File: config.mk
export PLATFORM = sky130hd
export DESIGN_NAME = irq_vec_ctrl
export DESIGN_NICKNAME = d
export VERILOG_FILES = /design/src/rtl/vic_pkg.sv /design/src/rtl/vic_src_cond.sv /design/src/rtl/vic_arbiter.sv /design/src/rtl/vic_level_stack.sv /design/src/rtl/irq_vec_ctrl.sv
export SDC_FILE = /design/constraint.sdc
export NUM_CORES = 1
export LEC_CHECK = 0
export ABC_AREA = 1
export CORE_MARGIN = 5
export CORE_UTILIZATION = 25
export DETAILED_ROUTE_END_ITERATION = 8
export DONT_BUFFER_PORTS = 1
export PLACE_DENSITY = 0.38
export REMOVE_ABC_BUFFERS = 1
export SLEW_MARGIN = 20
export SYNTH_ARGS = -nofsm -noshare
export SYNTH_HDL_FRONTEND = slang
export SYNTH_SLANG_ARGS = --single-unit
export TNS_END_PERCENT = 5
File: constraint.sdc
create_clock -name clk -period 24.6 [get_ports clk]
set_input_delay 1.23 -clock clk [delete_from_list [all_inputs] [get_ports clk]]
set_output_delay 1.23 -clock clk [all_outputs]
set_load 0.01 [all_outputs]
File: src/rtl/vic_pkg.sv
package vic_pkg;

   localparam int unsigned PRIO_W = 3;
   localparam int unsigned NLEV   = 1 << PRIO_W;
   localparam int unsigned VEC_W  = 16;
   localparam int unsigned ADDR_W = 6;
   localparam int unsigned DATA_W = 32;

   localparam logic [ADDR_W-1:0] A_IVR  = 6'h20;
   localparam logic [ADDR_W-1:0] A_FVR  = 6'h21;
   localparam logic [ADDR_W-1:0] A_EOI  = 6'h22;
   localparam logic [ADDR_W-1:0] A_SPU  = 6'h23;
   localparam logic [ADDR_W-1:0] A_CLR  = 6'h24;
   localparam logic [ADDR_W-1:0] A_PROT = 6'h25;

   typedef struct packed {
      logic [VEC_W-1:0]  vec;
      logic              en;
      logic              edge_m;
      logic [PRIO_W-1:0] prio;
   } src_cfg_t;

   function automatic src_cfg_t unpack_cfg(logic [DATA_W-1:0] d);
      src_cfg_t c;
      c.prio   = d[PRIO_W-1:0];
      c.edge_m = d[3];
      c.en     = d[4];
      c.vec    = d[8 +: VEC_W];
      return c;
   endfunction

   function automatic logic [DATA_W-1:0] pack_cfg(src_cfg_t c);
      return DATA_W'({c.vec, 3'b000, c.en, c.edge_m, c.prio});
   endfunction

endpackage

File: src/rtl/vic_src_cond.sv
module vic_src_cond (
   input  logic clk,
   input  logic rst,
   input  logic irq_i,
   input  logic edge_m_i,
   input  logic ack_i,
   input  logic clr_i,
   output logic pend_o
);

   logic samp_q, prev_q, latch_q;

   always_ff @(posedge clk) begin
      if (rst) begin
         samp_q  <= 1'b0;
         prev_q  <= 1'b0;
         latch_q <= 1'b0;
      end else begin
         samp_q <= irq_i;
         prev_q <= samp_q;
         if (samp_q && !prev_q)
            latch_q <= 1'b1;
         else if (ack_i || clr_i)
            latch_q <= 1'b0;
      end
   end

   assign pend_o = edge_m_i ? latch_q : samp_q;

endmodule

File: src/rtl/vic_arbiter.sv
module vic_arbiter
   import vic_pkg::*;
#(
   parameter int unsigned N_SRC = 8,
   parameter int unsigned IDX_W = 3
)(
   input  logic [N_SRC-1:0]             req_i,
   input  logic [N_SRC-1:0][PRIO_W-1:0] prio_i,
   input  logic [NLEV-1:0]              lvl_i,
   output logic                         win_valid_o,
   output logic [IDX_W-1:0]             win_idx_o,
   output logic [PRIO_W-1:0]            win_prio_o
);

   logic              best_v, top_v;
   logic [IDX_W-1:0]  best_i;
   logic [PRIO_W-1:0] best_p, top_l;

   // descending scan with >= lets the lowest index win a tie
   always_comb begin
      best_v = 1'b0;
      best_i = '0;
      best_p = '0;
      for (int i = N_SRC - 1; i >= 1; i--) begin
         if (req_i[i] && (!best_v || prio_i[i] >= best_p)) begin
            best_v = 1'b1;
            best_i = IDX_W'(i);
            best_p = prio_i[i];
         end
      end
   end

   always_comb begin
      top_v = 1'b0;
      top_l = '0;
      for (int l = 0; l < int'(NLEV); l++) begin
         if (lvl_i[l]) begin
            top_v = 1'b1;
            top_l = PRIO_W'(l);
         end
      end
   end

   assign win_valid_o = best_v && (!top_v || best_p > top_l);
   assign win_idx_o   = best_i;
   assign win_prio_o  = best_p;

endmodule

File: src/rtl/vic_level_stack.sv
module vic_level_stack
   import vic_pkg::*;
(
   input  logic              clk,
   input  logic              rst,
   input  logic              push_i,
   input  logic [PRIO_W-1:0] push_lvl_i,
   input  logic              pop_i,
   output logic [NLEV-1:0]   lvl_o
);

   logic [NLEV-1:0] lvl_q, top_mask, lvl_nxt;

   always_comb begin
      top_mask = '0;
      for (int l = 0; l < int'(NLEV); l++) begin
         if (lvl_q[l]) begin
            top_mask    = '0;
            top_mask[l] = 1'b1;
         end
      end
      lvl_nxt = lvl_q;
      if (pop_i)  lvl_nxt = lvl_nxt & ~top_mask;
      if (push_i) lvl_nxt[push_lvl_i] = 1'b1;
   end

   always_ff @(posedge clk) begin
      if (rst) lvl_q <= '0;
      else     lvl_q <= lvl_nxt;
   end

   assign lvl_o = lvl_q;

endmodule

File: src/rtl/irq_vec_ctrl.sv
module irq_vec_ctrl
   import vic_pkg::*;
#(
   parameter int unsigned N_EXT = 3,
   parameter int unsigned N_PER = 4
)(
   input  logic              clk,
   input  logic              rst,
   input  logic              fiq_i,
   input  logic [N_EXT-1:0]  ext_irq_i,
   input  logic [N_PER-1:0]  per_irq_i,
   input  logic [ADDR_W-1:0] addr_i,
   input  logic              wr_i,
   input  logic              rd_i,
   input  logic [DATA_W-1:0] wdata_i,
   output logic [DATA_W-1:0] rdata_o,
   output logic              nirq_o,
   output logic              nfiq_o
);

   localparam int unsigned N_SRC = 1 + N_EXT + N_PER;
   localparam int unsigned IDX_W = $clog2(N_SRC);

   if (N_SRC > 32) begin : g_bad_count
      $error("irq_vec_ctrl: at most 32 sources fit the address map and clear mask");
   end
   if (N_EXT < 1 || N_PER < 1) begin : g_bad_groups
      $error("irq_vec_ctrl: each source group needs at least one line");
   end

   src_cfg_t                    cfg_q [N_SRC];
   logic [VEC_W-1:0]            spur_q;
   logic                        prot_q;
   logic [N_SRC-1:0]            raw, pend, req, ack_vec, clr_vec;
   logic [N_SRC-1:0][PRIO_W-1:0] prio_vec;
   logic [NLEV-1:0]             lvl;
   logic                        win_valid, fiq_act, ack_irq, ack_fiq, eoi;
   logic [IDX_W-1:0]            win_idx;
   logic [PRIO_W-1:0]           win_prio;
   logic                        hit_ivr, hit_fvr;

   assign raw = {per_irq_i, ext_irq_i, fiq_i};

   assign hit_ivr = (addr_i == A_IVR);
   assign hit_fvr = (addr_i == A_FVR);
   assign ack_irq = win_valid && ((rd_i && hit_ivr && !prot_q) || (wr_i && hit_ivr && prot_q));
   assign ack_fiq = (rd_i && hit_fvr && !prot_q) || (wr_i && hit_fvr && prot_q);
   assign eoi     = wr_i && (addr_i == A_EOI);
   assign clr_vec = (wr_i && addr_i == A_CLR) ? wdata_i[N_SRC-1:0] : '0;
   assign fiq_act = pend[0] && cfg_q[0].en;

   always_comb begin
      ack_vec    = '0;
      ack_vec[0] = ack_fiq;
      if (ack_irq) ack_vec[win_idx] = 1'b1;
   end

   always_ff @(posedge clk) begin
      if (rst) begin
         for (int s = 0; s < int'(N_SRC); s++) cfg_q[s] <= '0;
         spur_q <= '0;
         prot_q <= 1'b0;
      end else if (wr_i) begin
         for (int s = 0; s < int'(N_SRC); s++)
            if (addr_i == ADDR_W'(s)) cfg_q[s] <= unpack_cfg(wdata_i);
         if (addr_i == A_SPU)  spur_q <= wdata_i[VEC_W-1:0];
         if (addr_i == A_PROT) prot_q <= wdata_i[0];
      end
   end

   for (genvar g = 0; g < int'(N_SRC); g++) begin : g_src
      vic_src_cond u_cond (
         .clk      (clk),
         .rst      (rst),
         .irq_i    (raw[g]),
         .edge_m_i (cfg_q[g].edge_m),
         .ack_i    (ack_vec[g]),
         .clr_i    (clr_vec[g]),
         .pend_o   (pend[g])
      );
      assign req[g]      = pend[g] && cfg_q[g].en;
      assign prio_vec[g] = cfg_q[g].prio;
   end

   vic_arbiter #(.N_SRC(N_SRC), .IDX_W(IDX_W)) u_arb (
      .req_i       (req),
      .prio_i      (prio_vec),
      .lvl_i       (lvl),
      .win_valid_o (win_valid),
      .win_idx_o   (win_idx),
      .win_prio_o  (win_prio)
   );

   vic_level_stack u_stack (
      .clk        (clk),
      .rst        (rst),
      .push_i     (ack_irq),
      .push_lvl_i (win_prio),
      .pop_i      (eoi),
      .lvl_o      (lvl)
   );

   always_comb begin
      rdata_o = '0;
      if (hit_ivr)
         rdata_o[VEC_W-1:0] = win_valid ? cfg_q[win_idx].vec : spur_q;
      else if (hit_fvr)
         rdata_o[VEC_W-1:0] = fiq_act ? cfg_q[0].vec : spur_q;
      else if (addr_i == A_SPU)
         rdata_o[VEC_W-1:0] = spur_q;
      else if (addr_i == A_PROT)
         rdata_o[0] = prot_q;
      else if (addr_i < ADDR_W'(N_SRC))
         rdata_o = pack_cfg(cfg_q[addr_i[IDX_W-1:0]]);
   end

   assign nirq_o = ~win_valid;
   assign nfiq_o = ~fiq_act;

endmodule

* Word-level counts from Yosys, hierarchy flattened
Memory sizes are Yosys's and may differ from the RTL's.
Index checks and enable logic that the tools add are counted.
Widths: inputs -> output; s select.
** Word-level totals
- Flip-flop bits (word level) :: 49
- Bits in writable memories :: 168
- Input port bits :: 50
- Output and inout bits :: 34
- Logic and storage cells :: 276
- Memories :: 1
** Cells by class
- Order comparisons :: 12
- Equality and inequality tests :: 13
- Muxes and demuxes :: 129
- Bitwise operators :: 14
- Reduce and logical (&&, ||, !) cells :: 80
** Memories
- cfg_q :: words 8, bits a word 21, rd ports 10, clocked after memory_dff 0, write ports 8, line irq_vec_ctrl.sv:31 : src_cfg_t cfg_q [N_SRC];
** Operators by type and width (number)
- $mux 21 :: 8
- $mux 16 :: 6
- $mux 1 :: 78
- $mux 3 :: 19
- $mux 8 :: 7
- $eq 6x6->1 const B :: 6
- $logic_and 1x1->1 :: 36
- $eq 6x3->1 const B :: 4
- $mux 24 :: 1
- $mux 23 :: 1
- $ge 3x3->1 :: 6
- $logic_or 1x1->1 :: 17
- $logic_not 1->1 :: 16
- $reduce_bool 2->1 :: 8
- $eq 6x2->1 const B :: 2
- $and 8x8->8 :: 1
- $lt 3x4->1 const B :: 2
- $not 8->8 :: 1
- $or 1x1->1 :: 8
- $or 1x8->8 :: 1
- $or 8x8->8 :: 1
- $mux 7 :: 1
- $demux 1 s3 :: 2
- $eq 6x1->1 const B :: 1
- 10 further kinds :: 15

* Depth between registers and ports, before layout
Gate-level depths: netlist (run 1).
An unclocked memory read counts as a cell.
- Word-level depth :: 37
- Depth in mapped cells :: 69
- Mapped depth without buffers :: 68

* Cells and area by module
From an unflattened synthesis (run 1), not the netlist that was laid out.
** Unflattened totals
- Cell total of the unflattened synthesis :: 1676
- Area total of the unflattened synthesis :: 12610.8 µm²
** Modules (own cells, without submodules)
- irq_vec_ctrl :: times used 1, cells an instance 1324, area an instance 10329.9 µm², sequential area each 5385.2 µm²
- vic_arbiter :: times used 1, cells an instance 172, area an instance 988.4 µm², sequential area each 0.0 µm²
- vic_src_cond :: times used 8, cells an instance 16, area an instance 113.9 µm², sequential area each 60.1 µm²
- vic_level_stack :: times used 1, cells an instance 52, area an instance 381.6 µm², sequential area each 160.2 µm²

* Worst setup path after synthesis (run 1)
OpenSTA, ideal clock, no wires.
- Path type :: reg2out
- Start :: memory cfg_q[7][3] (netlist name)
- End :: output port rdata_o[10]
- Arrival time :: 8.082 ns
- Data required time :: 23.370 ns
- Slack :: 15.288 ns
- Cell stages (with the launch flop) :: 63
- Buffers on the path :: 2
- Cell sequence :: edfxtp_1 nand2_1 nand3_4 nor2_1 inv_1 ha_1 nand2_1 nand2_1 inv_1 nand2_1 o21ai_4 nand2_1 nand2_1 ha_1 and3_1 nor2_1 nand2_4 nand3b_1 [... 27 more ...] o21ai_0 nand3b_1 nand2_2 buf_4 inv_1 nand2_1 nand2_1 ha_1 nand2_1 o21ai_0 nand2_1 o31ai_2 nand2_2 inv_2 clkbuf_1 nand2_1 o21ai_1 nand2_1
** RTL lines
- from (decl) :: line irq_vec_ctrl.sv:31
- to (decl) :: line irq_vec_ctrl.sv:16 : output logic [DATA_W-1:0] rdata_o,

==> impl_results.md, run 1 <==
- Power per cell area: 73.67 nW/µm²
- Setup violators final: 0
- Worst Setup Start Kind: register
- Die area: 53740 µm²
- Mapped Cells: 1528
- Critical Path Max Stage Delay: 0.81 ns
- Core Box Area: 48850 µm²
- Unique cell type count in the Yosys netlist: 50
- EDFF count, synth: 168
- Hold Path Class: reg2reg
- Initial DRC Count: 975
- Max Slew Vio Count: 0
- CTS Buf Count: 28
- Min Tclk post-route: 12.21 ns
- Synth warn: 0
- Most used cell along the critical path: nand2_1
- Clock Root Buffer: clkbuf_16
- Worst EP required: 23.37 ns
- Cell taking the most area after synthesis: edfxtp_1
- Total congestion overflow: 0
- Drt pass-1 iters: 5
- Top post-synthesis cells by area: edfxtp_1 41%, nand2_1 10%, dfxtp_1 8.0%
- Total GRT Usage: 0.1852
- Static Leak: 5.666 nW
- Post-CTS Setup Bufs: 0
- Row cnt: 81
- DRC viols: 0
- Fin Hold WS: 0.4078 ns
- Diode count: 0
- First-pass GRT wire length: 73310 µm
- Area share of the leading cell type in the synthesized netlist: 0.4101
- Die span in y: 231.8 µm
- Share of synthesized area occupied by flip-flops and latches: 0.4898
- Nets@finish: 1584
- Tot Pwr: 1.018 mW
- Die width: 231.8 µm
- Asr flop ratio synth: 0
- Crit share post-route: 0.4965
- Final hold vios: 0
- CTS H-tree depth: 1
- Crit path DAT: 10.98 ns
- WL per Instance: 23.03 µm
- Synth Register Bits: 217
- Vias in the first global route: 10517
- Initial antenna violation count: 0
- Synth Flop Type: edfxtp_1
- Slew HR: 0.2696
- RSZ-0062 raised after global routing: false
- Vias/cell: 4.857
- Post-Syn Area: 12300 µm²
- Worst-path clk slew: 0.06 ns
- Crit path max fanout: 75
- Clock Sinks: 217
- CTS tree: yes
- Largest net degree at the start of global routing: 76
- Max cap viols: 0
- P&R area growth vs syn: 12.34%
- Max Fclk: 81.88 MHz
- Fillers: 5382
- Status: finished, final reports clean
- CP max-delay cell: buf_4
- Setup Skew: 0.007740 ns
- Setup crit end kind: primary output
- Cts hold-fix bufs: 0
- Number of I/O pins: 84
- Routed Antenna Nets: 0
- Proportion of layout cells with a drive suffix above 1: 0.07632
- Post-CTS Resized: 0
- Placer Congestion: 0.8524
- Initial Utilization: 0.2518
- Dpl hpwl: 30780 µm
- Vias post-DR: 10670
- Routed WL: 50600 µm
- Bufs on Longest Clock Path: 3
- Critical path class: reg2out
- Syn_area_per_cell: 8.051 µm²
- Final TNS setup: 0 ns
- Peak VDD IR: 0.00004426 V
- I/O Buffers: 0
- Clk_lat worst skew: 0.55 ns
- Tightest Pin Transition: 1.094 ns
[critical path: cells and delay by family (launching register included)]
family | cells | cell delay [ns]
AND/OR/NAND/NOR | 35 | 4.56
buffers and inverters | 7 | 2.06
adder cells (fa/ha/maj) | 6 | 1.70
AO/OA/AOI/OAI | 11 | 1.62
flip-flops | 1 | 0.39
[cells in the mapped netlist, drive strengths merged (9+ instances only)]
master    n
o21ai    77
inv     209
buf      30
a21oi    63
nand2   351
edfxtp  168
o22ai    28
nor3      9
a22oi    26
o211ai   10
ha       21
nor2    249
nand3   113
a221oi   31
dfxtp    49
clkbuf   46
[power breakdown]
group          switching (mW)  internal (mW)  leakage [nW]
clock                   0.167          0.218         0.407
sequential             0.0101          0.415          2.00
combinational           0.153         0.0551          3.26
total                   0.330          0.688          5.67
[cells by family (layout without fill, tap and decap cells)]
family,after synthesis,in the layout,share of synthesized area
other,1,8,0.0003048
and+or+nand+nor,741,741,0.2544
AOI/OAI and AO/OA,260,260,0.1370
buffers and inverters,288,286,0.09713
adders and majority gates,21,21,0.02136
DFF,217,217,0.4898
[flip-flops by register name, summed over array words and instances, names as in the netlist]
name	flops
spur_q	16
cfg_q	168
prot_q	1
g_src.u_cond.latch_q	8
u_stack.lvl_o	8
g_src.u_cond.prev_q	8
g_src.u_cond.samp_q	8
[cells in the final DEF (no fill, tap or decap), drive strengths merged, types with 2 or more instances in the layout]
cell type,netlist,final
nand2,351,351
nor2,249,249
inv,209,209
edfxtp,168,168
nand3,113,113
o21ai,77,77
a21oi,63,63
dfxtp,49,49
clkbuf,46,35
a221oi,31,31
o22ai,28,28
a22oi,26,26
buf,30,24
ha,21,21
clkinv,3,17
o211ai,10,10
nor3,9,9
conb,1,8
or2,8,8
o31ai,6,6
nand4,5,5
o2111ai,4,4
nand3b,3,3
a31oi,3,3
a311oi,3,3
o32ai,3,3
and3,2,2
o211a,2,2
o221ai,2,2
[path summary, 6_finish.rpt]
check | cells past startpoint | slack (ns) | start | endpoint
max reg2reg | 63 | 13.61 | cfg_q[7][3]$_DFFE_PP_ | u_stack.lvl_o[7]$_SDFF_PP0_
max | 59 | 12.39 | cfg_q[7][3]$_DFFE_PP_ | rdata_o[15]
min reg2reg | 1 | 0.41 | g_src[2].u_cond.prev_q$_SDFF_PP0_ | g_src[2].u_cond.latch_q$_SDFFE_PP0P_
min | 1 | 0.41 | g_src[2].u_cond.prev_q$_SDFF_PP0_ | g_src[2].u_cond.latch_q$_SDFFE_PP0P_
[metal layers]
| layer | GRT usage | vias to the layer above | share of wire |
|---|---|---|---|
| li1 | - | 5057 | - |
| met3 | 0.02984 | 80 | 0.061 |
| met1 | 0.2580 | 5183 | 0.46 |
| met5 | 0 | - | 0 |
| met2 | 0.2980 | 350 | 0.45 |
| met4 | 0.05336 | 0 | 0.032 |
[metrics by stage]
step | instance area [µm²] | util | setup WS [ns] | instances
after floorplan | 11930 | - | 15.22 | 1459
after global placement | 12990 | 0.2659 | 13.02 | 2147
after detailed placement | 12990 | 0.2659 | 12.96 | 2147
after CTS | 13820 | 0.2829 | 12.35 | 2197
after global routing | 13820 | 0.2829 | 11.41 | 2197
final | 13820 | 0.2829 | 12.39 | 2197
[layout make-up]
cell class              count  area, µm²  share of cell area
clock inverters            15      105.1            0.007605
inverters                 212      795.8             0.05758
well taps                 664      830.8             0.06012
multi-input cells        1030       5155              0.3730
flip-flops and latches    217       6026              0.4360
clock buffers              35      726.9             0.05260
repair buffers             24      180.2             0.01304
Note: power is estimated with default switching activity, not from simulation.
==> run 2, diff against run 1 <==
--- a/config.mk
+++ b/config.mk
@@ -10,7 +10,7 @@
 export CORE_UTILIZATION = 25
 export DETAILED_ROUTE_END_ITERATION = 8
 export DONT_BUFFER_PORTS = 1
-export PLACE_DENSITY = 0.38
+export PLACE_DENSITY = 0.4
 export REMOVE_ABC_BUFFERS = 1
 export SLEW_MARGIN = 20
 export SYNTH_ARGS = -nofsm -noshare
==> constraint.sdc (replaced) <==
create_clock -name clk -period 10.1 [get_ports clk]
set_input_delay 0.505 -clock clk [delete_from_list [all_inputs] [get_ports clk]]
set_output_delay 0.505 -clock clk [all_outputs]
set_load 0.01 [all_outputs]
==> impl_results.md, run 2 (synthesized netlist as in run 1, its figures left out) <==
- Status: finished, final reports clean (unchanged)
- Placer Congestion: 0.8261 (was 0.8524)
- Nets@finish: 1617 (was 1584)
- Clock Root Buffer: clkbuf_16 (unchanged)
- DR WL met2: 23160 µm (was 22740 µm)
- Die width: 231.8 µm (unchanged)
- Drt pass-1 iters: 6 (was 5)
- WL per Instance: 22.38 µm (was 23.03 µm)
- Reg-to-reg critical path startpoint: cfg_q[7][3]$_DFFE_PP_ (unchanged)
- Commonest non-fill, non-tap cell in the layout: nand2_1 (unchanged)
- Crit path max fanout: 12 (was 75)
- Clk_lat worst skew: 0.55 ns (about the same)
- Hold Path Class: in2reg (was reg2reg)
- Dpl hpwl: 31040 µm (was 30780 µm)
- Largest net degree at the start of global routing: 75 (was 76)
- Fillers: 5346 (was 5382)
- Cts hold-fix bufs: 0 (unchanged)
- Die area: 53740 µm² (unchanged)
- Tightest Pin Transition: 1.106 ns (was 1.094 ns)
- Total GRT Usage: 0.1809 (was 0.1852)
- Row cnt: 81 (unchanged)
- CTS Buf Count: 26 (was 28)
- Final TNS setup: 0 ns (unchanged)
- Peak VDD IR: 0.0001045 V (was 0.00004426 V)
- Max Fclk: 105.4 MHz
- Initial DRC Count: 948 (was 975)
- Final worst slack: 0.6131 ns (was 12.39 ns)
- Number of I/O pins: 84 (unchanged)
- Fin Hold WS: 0.05293 ns (was 0.4078 ns)
- Worst-path clk slew: 0.06 ns (about the same)
- Crit path DAT: 8.98 ns (was 10.98 ns)
- Uppermost routed layer: met4 (unchanged)
- Clock Sinks: 217 (unchanged)
- Leading cell types in the layout, fill and taps excluded: 322 x nand2_1, 235 x nor2_1, 198 x inv_1 (was 333 x nand2_1, 241 x nor2_1, 202 x inv_1)
- Initial antenna violation count: 0 (unchanged)
- I/O Buffers: 0 (unchanged)
- Largest register FFs: 168 (unchanged)
- DRC viols: 0 (unchanged)
- CP startpoint: cfg_q[7][3]$_DFFE_PP_ (unchanged)
- Top flop regs: cfg_q x168, spur_q x16 (unchanged)
- Bufs on Longest Clock Path: 3 (unchanged)
- Vias in the first global route: 10682 (was 10517)
- Worst EP required: 9.60 ns (was 23.37 ns)
- Setup violators final: 0 (unchanged)
- Final hold vios: 0 (unchanged)
- Final Core Density: 0.2927 (was 0.2829)
- Initial Utilization: 0.2518 (unchanged)
- Max Slew Vio Count: 0 (unchanged)
- Most flop-heavy register: cfg_q (unchanged)
- Static Leak: 5.839 nW (was 5.666 nW)
- Routed WL: 49920 µm (was 50600 µm)
- Met1 Routed Length: 21630 µm (was 23130 µm)
- Hold_sp: rst (was g_src[2].u_cond.prev_q$_SDFF_PP0_)
- Placement Setup Slack: 0.2677 ns (was 12.96 ns)
- Proportion of layout cells with a drive suffix above 1: 0.1156 (was 0.07632)
- Crit share post-route: 0.9393
- Routed Antenna Nets: 0 (unchanged)
- Core Box Area: 48850 µm² (unchanged)
- Critical Path Max Stage Delay: 0.41 ns (was 0.81 ns)
- Diode count: 0 (unchanged)
- Setup Skew: 0.01657 ns (was 0.007740 ns)
- P&R area growth vs syn: 16.23% (was 12.34%)
- Power per cell area: 177.4 nW/µm² (was 73.67 nW/µm²)
- CP max-delay cell: edfxtp_1 (was buf_4)
- Vias/cell: 4.842 (was 4.857)
- Slew HR: 0.2608 (was 0.2696)
- Total congestion overflow: 0 (unchanged)
- Die span in y: 231.8 µm (unchanged)
- CTS H-tree depth: 1 (unchanged)
- CTS tree: yes (unchanged)
- Critical path class: reg2out (unchanged)
- Max cap viols: 0 (unchanged)
- First-pass GRT wire length: 71890 µm (was 73310 µm)
- Met3 routed WL: 3639 µm (was 3103 µm)
- Min Tclk post-route: 9.487 ns
- Vias post-DR: 10798 (was 10670)
- Tot Pwr: 2.536 mW (was 1.018 mW)
- Setup crit end kind: primary output (unchanged)
- Worst Setup Start Kind: register (unchanged)
- Most used cell along the critical path: nand2_1 (unchanged)
## run 2: worst paths after layout
| kind | endpoint | slack (ns) | depth (start not counted) |
|---|---|---|---|
| max | rdata_o[15] | 0.61 | 64 |
| min | u_stack.lvl_o[6]$_SDFF_PP0_ | 0.05 | 1 |
| max reg2reg | u_stack.lvl_o[2]$_SDFF_PP0_ | 1.03 | 64 |
| min reg2reg | g_src[2].u_cond.latch_q$_SDFFE_PP0P_ | 0.41 | 1 |
## run 2: metal layers
layer | vias to the layer above | GRT usage
met4 | 0 | 0.05631
met2 | 337 | 0.2996
met3 | 80 | 0.03522
li1 | 5125 | -
met1 | 5256 | 0.2395
met5 | - | 0
## run 2: what timing repair did
| item | 4_1_cts | 5_1_grt |
|---|---|---|
| setup endpoints to repair | 16 | 32 |
| pin swaps | 2 | 12 |
| buffers inserted | 2 | 22 |
| gates cloned | 0 | 2 |
| resized for setup | 8 | 37 |
## run 2: stage by stage
| stage | instance area (µm²) | std cells |
|---|---|---|
| floorplan | 11930 | 1459 |
| finish | 14300 | 2230 |
| CTS | 13980 | 2206 |
| global route | 14300 | 2230 |
| detailed placement | 13100 | 2156 |
| global placement | 13100 | 2156 |
## run 2: worst max-delay path: cells and delay by family, from the launching register on
kind | cells | cell delay [ns]
and+or+nand+nor | 37 | 3.69
adders and majority gates | 7 | 1.79
AOI/OAI and AO/OA | 12 | 1.76
buffers and inverters | 8 | 0.82
DFF | 1 | 0.41
## run 2: where the power goes
part / internal (mW) / leakage (nW) / switching [mW]
logic: 0.172 / 3.43 / 0.385
registers: 1.01 / 2.00 / 0.0258
clock network: 0.562 / 0.405 / 0.380
## run 2: cell type report
| cell class | instances | area, µm² | share of cell area |
|---|---|---|---|
| clock buffer | 40 | 754.5 | 0.05277 |
| clock inverter | 8 | 87.58 | 0.006125 |
| inverter | 212 | 807.0 | 0.05644 |
| multi-input combinational | 1031 | 5306 | 0.3711 |
| sequential | 217 | 6026 | 0.4214 |
| tap | 664 | 830.8 | 0.05810 |
| timing repair buffer | 57 | 481.7 | 0.03369 |
| timing repair inverter | 1 | 5.005 | 0.0003500 |
==> run 3, diff against run 2 <==
--- a/config.mk
+++ b/config.mk
@@ -10,6 +10,7 @@
 export CORE_UTILIZATION = 25
 export DETAILED_ROUTE_END_ITERATION = 8
 export DONT_BUFFER_PORTS = 1
+export MAX_ROUTING_LAYER = met4
 export PLACE_DENSITY = 0.4
 export REMOVE_ABC_BUFFERS = 1
 export SLEW_MARGIN = 20
==> impl_results.md, run 3 (synthesized netlist as in run 1, its figures left out) <==
- Non-filler cells, final: 2231 (was 2230)
- CP max-delay cell: edfxtp_1 (unchanged)
- Status: finished, final reports clean (unchanged)
- Slew HR: 0.2634 (was 0.2608)
- Total congestion overflow: 0 (unchanged)
- Worst-path clk slew: 0.06 ns (about the same)
- Routed WL: 49900 µm (was 49920 µm)
- Static Leak: 5.839 nW (about the same)
- Reg-to-reg critical path startpoint: cfg_q[7][3]$_DFFE_PP_ (unchanged)
- Bufs on Longest Clock Path: 3 (unchanged)
- Top flop regs: cfg_q x168, spur_q x16 (unchanged)
- Die area: 53740 µm² (unchanged)
- First-pass GRT wire length: 71910 µm (was 71890 µm)
- Die width: 231.8 µm (unchanged)
- Clk_lat worst skew: 0.55 ns (about the same)
- Tot Pwr: 2.537 mW (was 2.536 mW)
- RSZ-0062 raised after global routing: true
- Max cap viols: 0 (unchanged)
- Setup violators final: 0 (unchanged)
- Core Box Area: 48850 µm² (unchanged)
- Vias post-DR: 10827 (was 10798)
- Initial DRC Count: 926 (was 948)
- Power per cell area: 177.4 nW/µm² (about the same)
- Tightest Pin Transition: 1.102 ns (was 1.106 ns)
- Vias in the first global route: 10687 (was 10682)
- Crit path DAT: 8.98 ns (about the same)
- Design Area, Final: 14300 µm² (about the same)
- Peak VDD IR: 0.0001040 V (was 0.0001045 V)
- Proportion of layout cells with a drive suffix above 1: 0.1156 (unchanged)
- Setup Skew: 0.01443 ns (was 0.01657 ns)
- Cell Area, Placed: 13100 µm² (unchanged)
- Max Slew Vio Count: 0 (unchanged)
- Largest net degree at the start of global routing: 75 (unchanged)
- Worst Setup Start Kind: register (unchanged)
- CTS tree: yes (unchanged)
- CP startpoint: cfg_q[7][3]$_DFFE_PP_ (unchanged)
- Clock Sinks: 217 (unchanged)
- Crit share post-route: 0.9393 (about the same)
- Largest register FFs: 168 (unchanged)
- Hold Path Class: in2reg (unchanged)
- P&R area growth vs syn: 16.25% (was 16.23%)
- WL per Instance: 22.37 µm (was 22.38 µm)
- Min Tclk post-route: 9.487 ns (about the same)
- Leading cell types in the layout, fill and taps excluded: 322 x nand2_1, 235 x nor2_1, 198 x inv_1 (unchanged)
- CTS H-tree depth: 1 (unchanged)
- Worst EP required: 9.60 ns (about the same)
- Max Fclk: 105.4 MHz (about the same)
- Most used cell along the critical path: nand2_1 (unchanged)
- Fin Hold WS: 0.05301 ns (was 0.05293 ns)
- Total GRT Usage: 0.1861 (was 0.1809)
- CTS Buf Count: 26 (unchanged)
- Placed Instances: 2156 (unchanged)
- Row cnt: 81 (unchanged)
- Placer Congestion: 0.8398 (was 0.8261)
- Critical Path Max Stage Delay: 0.41 ns (about the same)
- Dpl hpwl: 31040 µm (unchanged)
- Setup crit end kind: primary output (unchanged)
- Hold_sp: rst (unchanged)
- Commonest non-fill, non-tap cell in the layout: nand2_1 (unchanged)
- Initial Utilization: 0.2518 (unchanged)
- Vias/cell: 4.853 (was 4.842)
- Clock Root Buffer: clkbuf_16 (unchanged)
- Nets@finish: 1617 (unchanged)
- DRC viols: 0 (unchanged)
- Drt pass-1 iters: 5 (was 6)
- Die span in y: 231.8 µm (unchanged)
- Initial antenna violation count: 0 (unchanged)
- Final TNS setup: 0 ns (unchanged)
- Number of I/O pins: 84 (unchanged)
- Final hold vios: 0 (unchanged)
- Most flop-heavy register: cfg_q (unchanged)
- Crit path max fanout: 8 (was 12)
- I/O Buffers: 0 (unchanged)
- Routed Antenna Nets: 0 (unchanged)
- Critical path class: reg2out (unchanged)
-- run 3: area by class of cell --
class	count	area (µm²)
inverters	212	807.0
well taps	664	830.8
clock buffers	40	754.5
diodes	1	2.502
multi-input cells	1031	5306
flip-flops and latches	217	6026
repair buffers	57	481.7
fillers	5346	34550
clock inverters	8	87.58
repair inverters	1	5.005
-- run 3: per-layer routing --
| metal | global-route usage | vias up | wire length [µm] |
|---|---|---|---|
| li1 | - | 5133 | - |
| met1 | 0.2388 | 5250 | 21820 |
| met2 | 0.2998 | 359 | 22990 |
| met3 | 0.03595 | 85 | 3535 |
| met4 | 0.05631 | 0 | 1558 |
| met5 | - | - | 0 |
-- run 3: timing repair --
action / in CTS / in global routing
hold endpoints to repair: 0 / 0
resized for setup: 8 / 37
endpoints found under the setup margin: 16 / 32
setup buffers: 2 / 22
hold buffers: 0 / 0
cloned: 0 / 2
pin swaps: 2 / 12
-- run 3: power by group --
group          switching, mW  internal (mW)
Clock                  0.381          0.562
Sequential            0.0259           1.01
Combinational          0.386          0.172
-- run 3: worst paths after layout --
| path | end | slack, ns | cells after the start |
|---|---|---|---|
| hold / removal | u_stack.lvl_o[6]$_SDFF_PP0_ | 0.05 | 1 |
| setup / recovery | rdata_o[13] | 0.61 | 64 |
| setup reg to reg | u_stack.lvl_o[2]$_SDFF_PP0_ | 1.03 | 64 |
| hold reg to reg | g_src[2].u_cond.latch_q$_SDFFE_PP0P_ | 0.41 | 1 |
-- run 3: critical path: cells and delay by family (launching register included) --
kind | cells | cell delay, ns
simple gates | 37 | 3.65
flops | 1 | 0.41
fa+ha+maj | 7 | 1.86
compound gates | 11 | 1.62
buf+inv | 9 | 0.93
-- run 3: per-stage QoR --
step | setup slack [ns] | utilization
after floorplan | 1.445 | -
after global placement | 0.3624 | 0.2682
after detailed placement | 0.2677 | 0.2682
after CTS | 0.03276 | 0.2862
after global routing | -0.09403 | 0.2927
final | 0.6131 | 0.2928
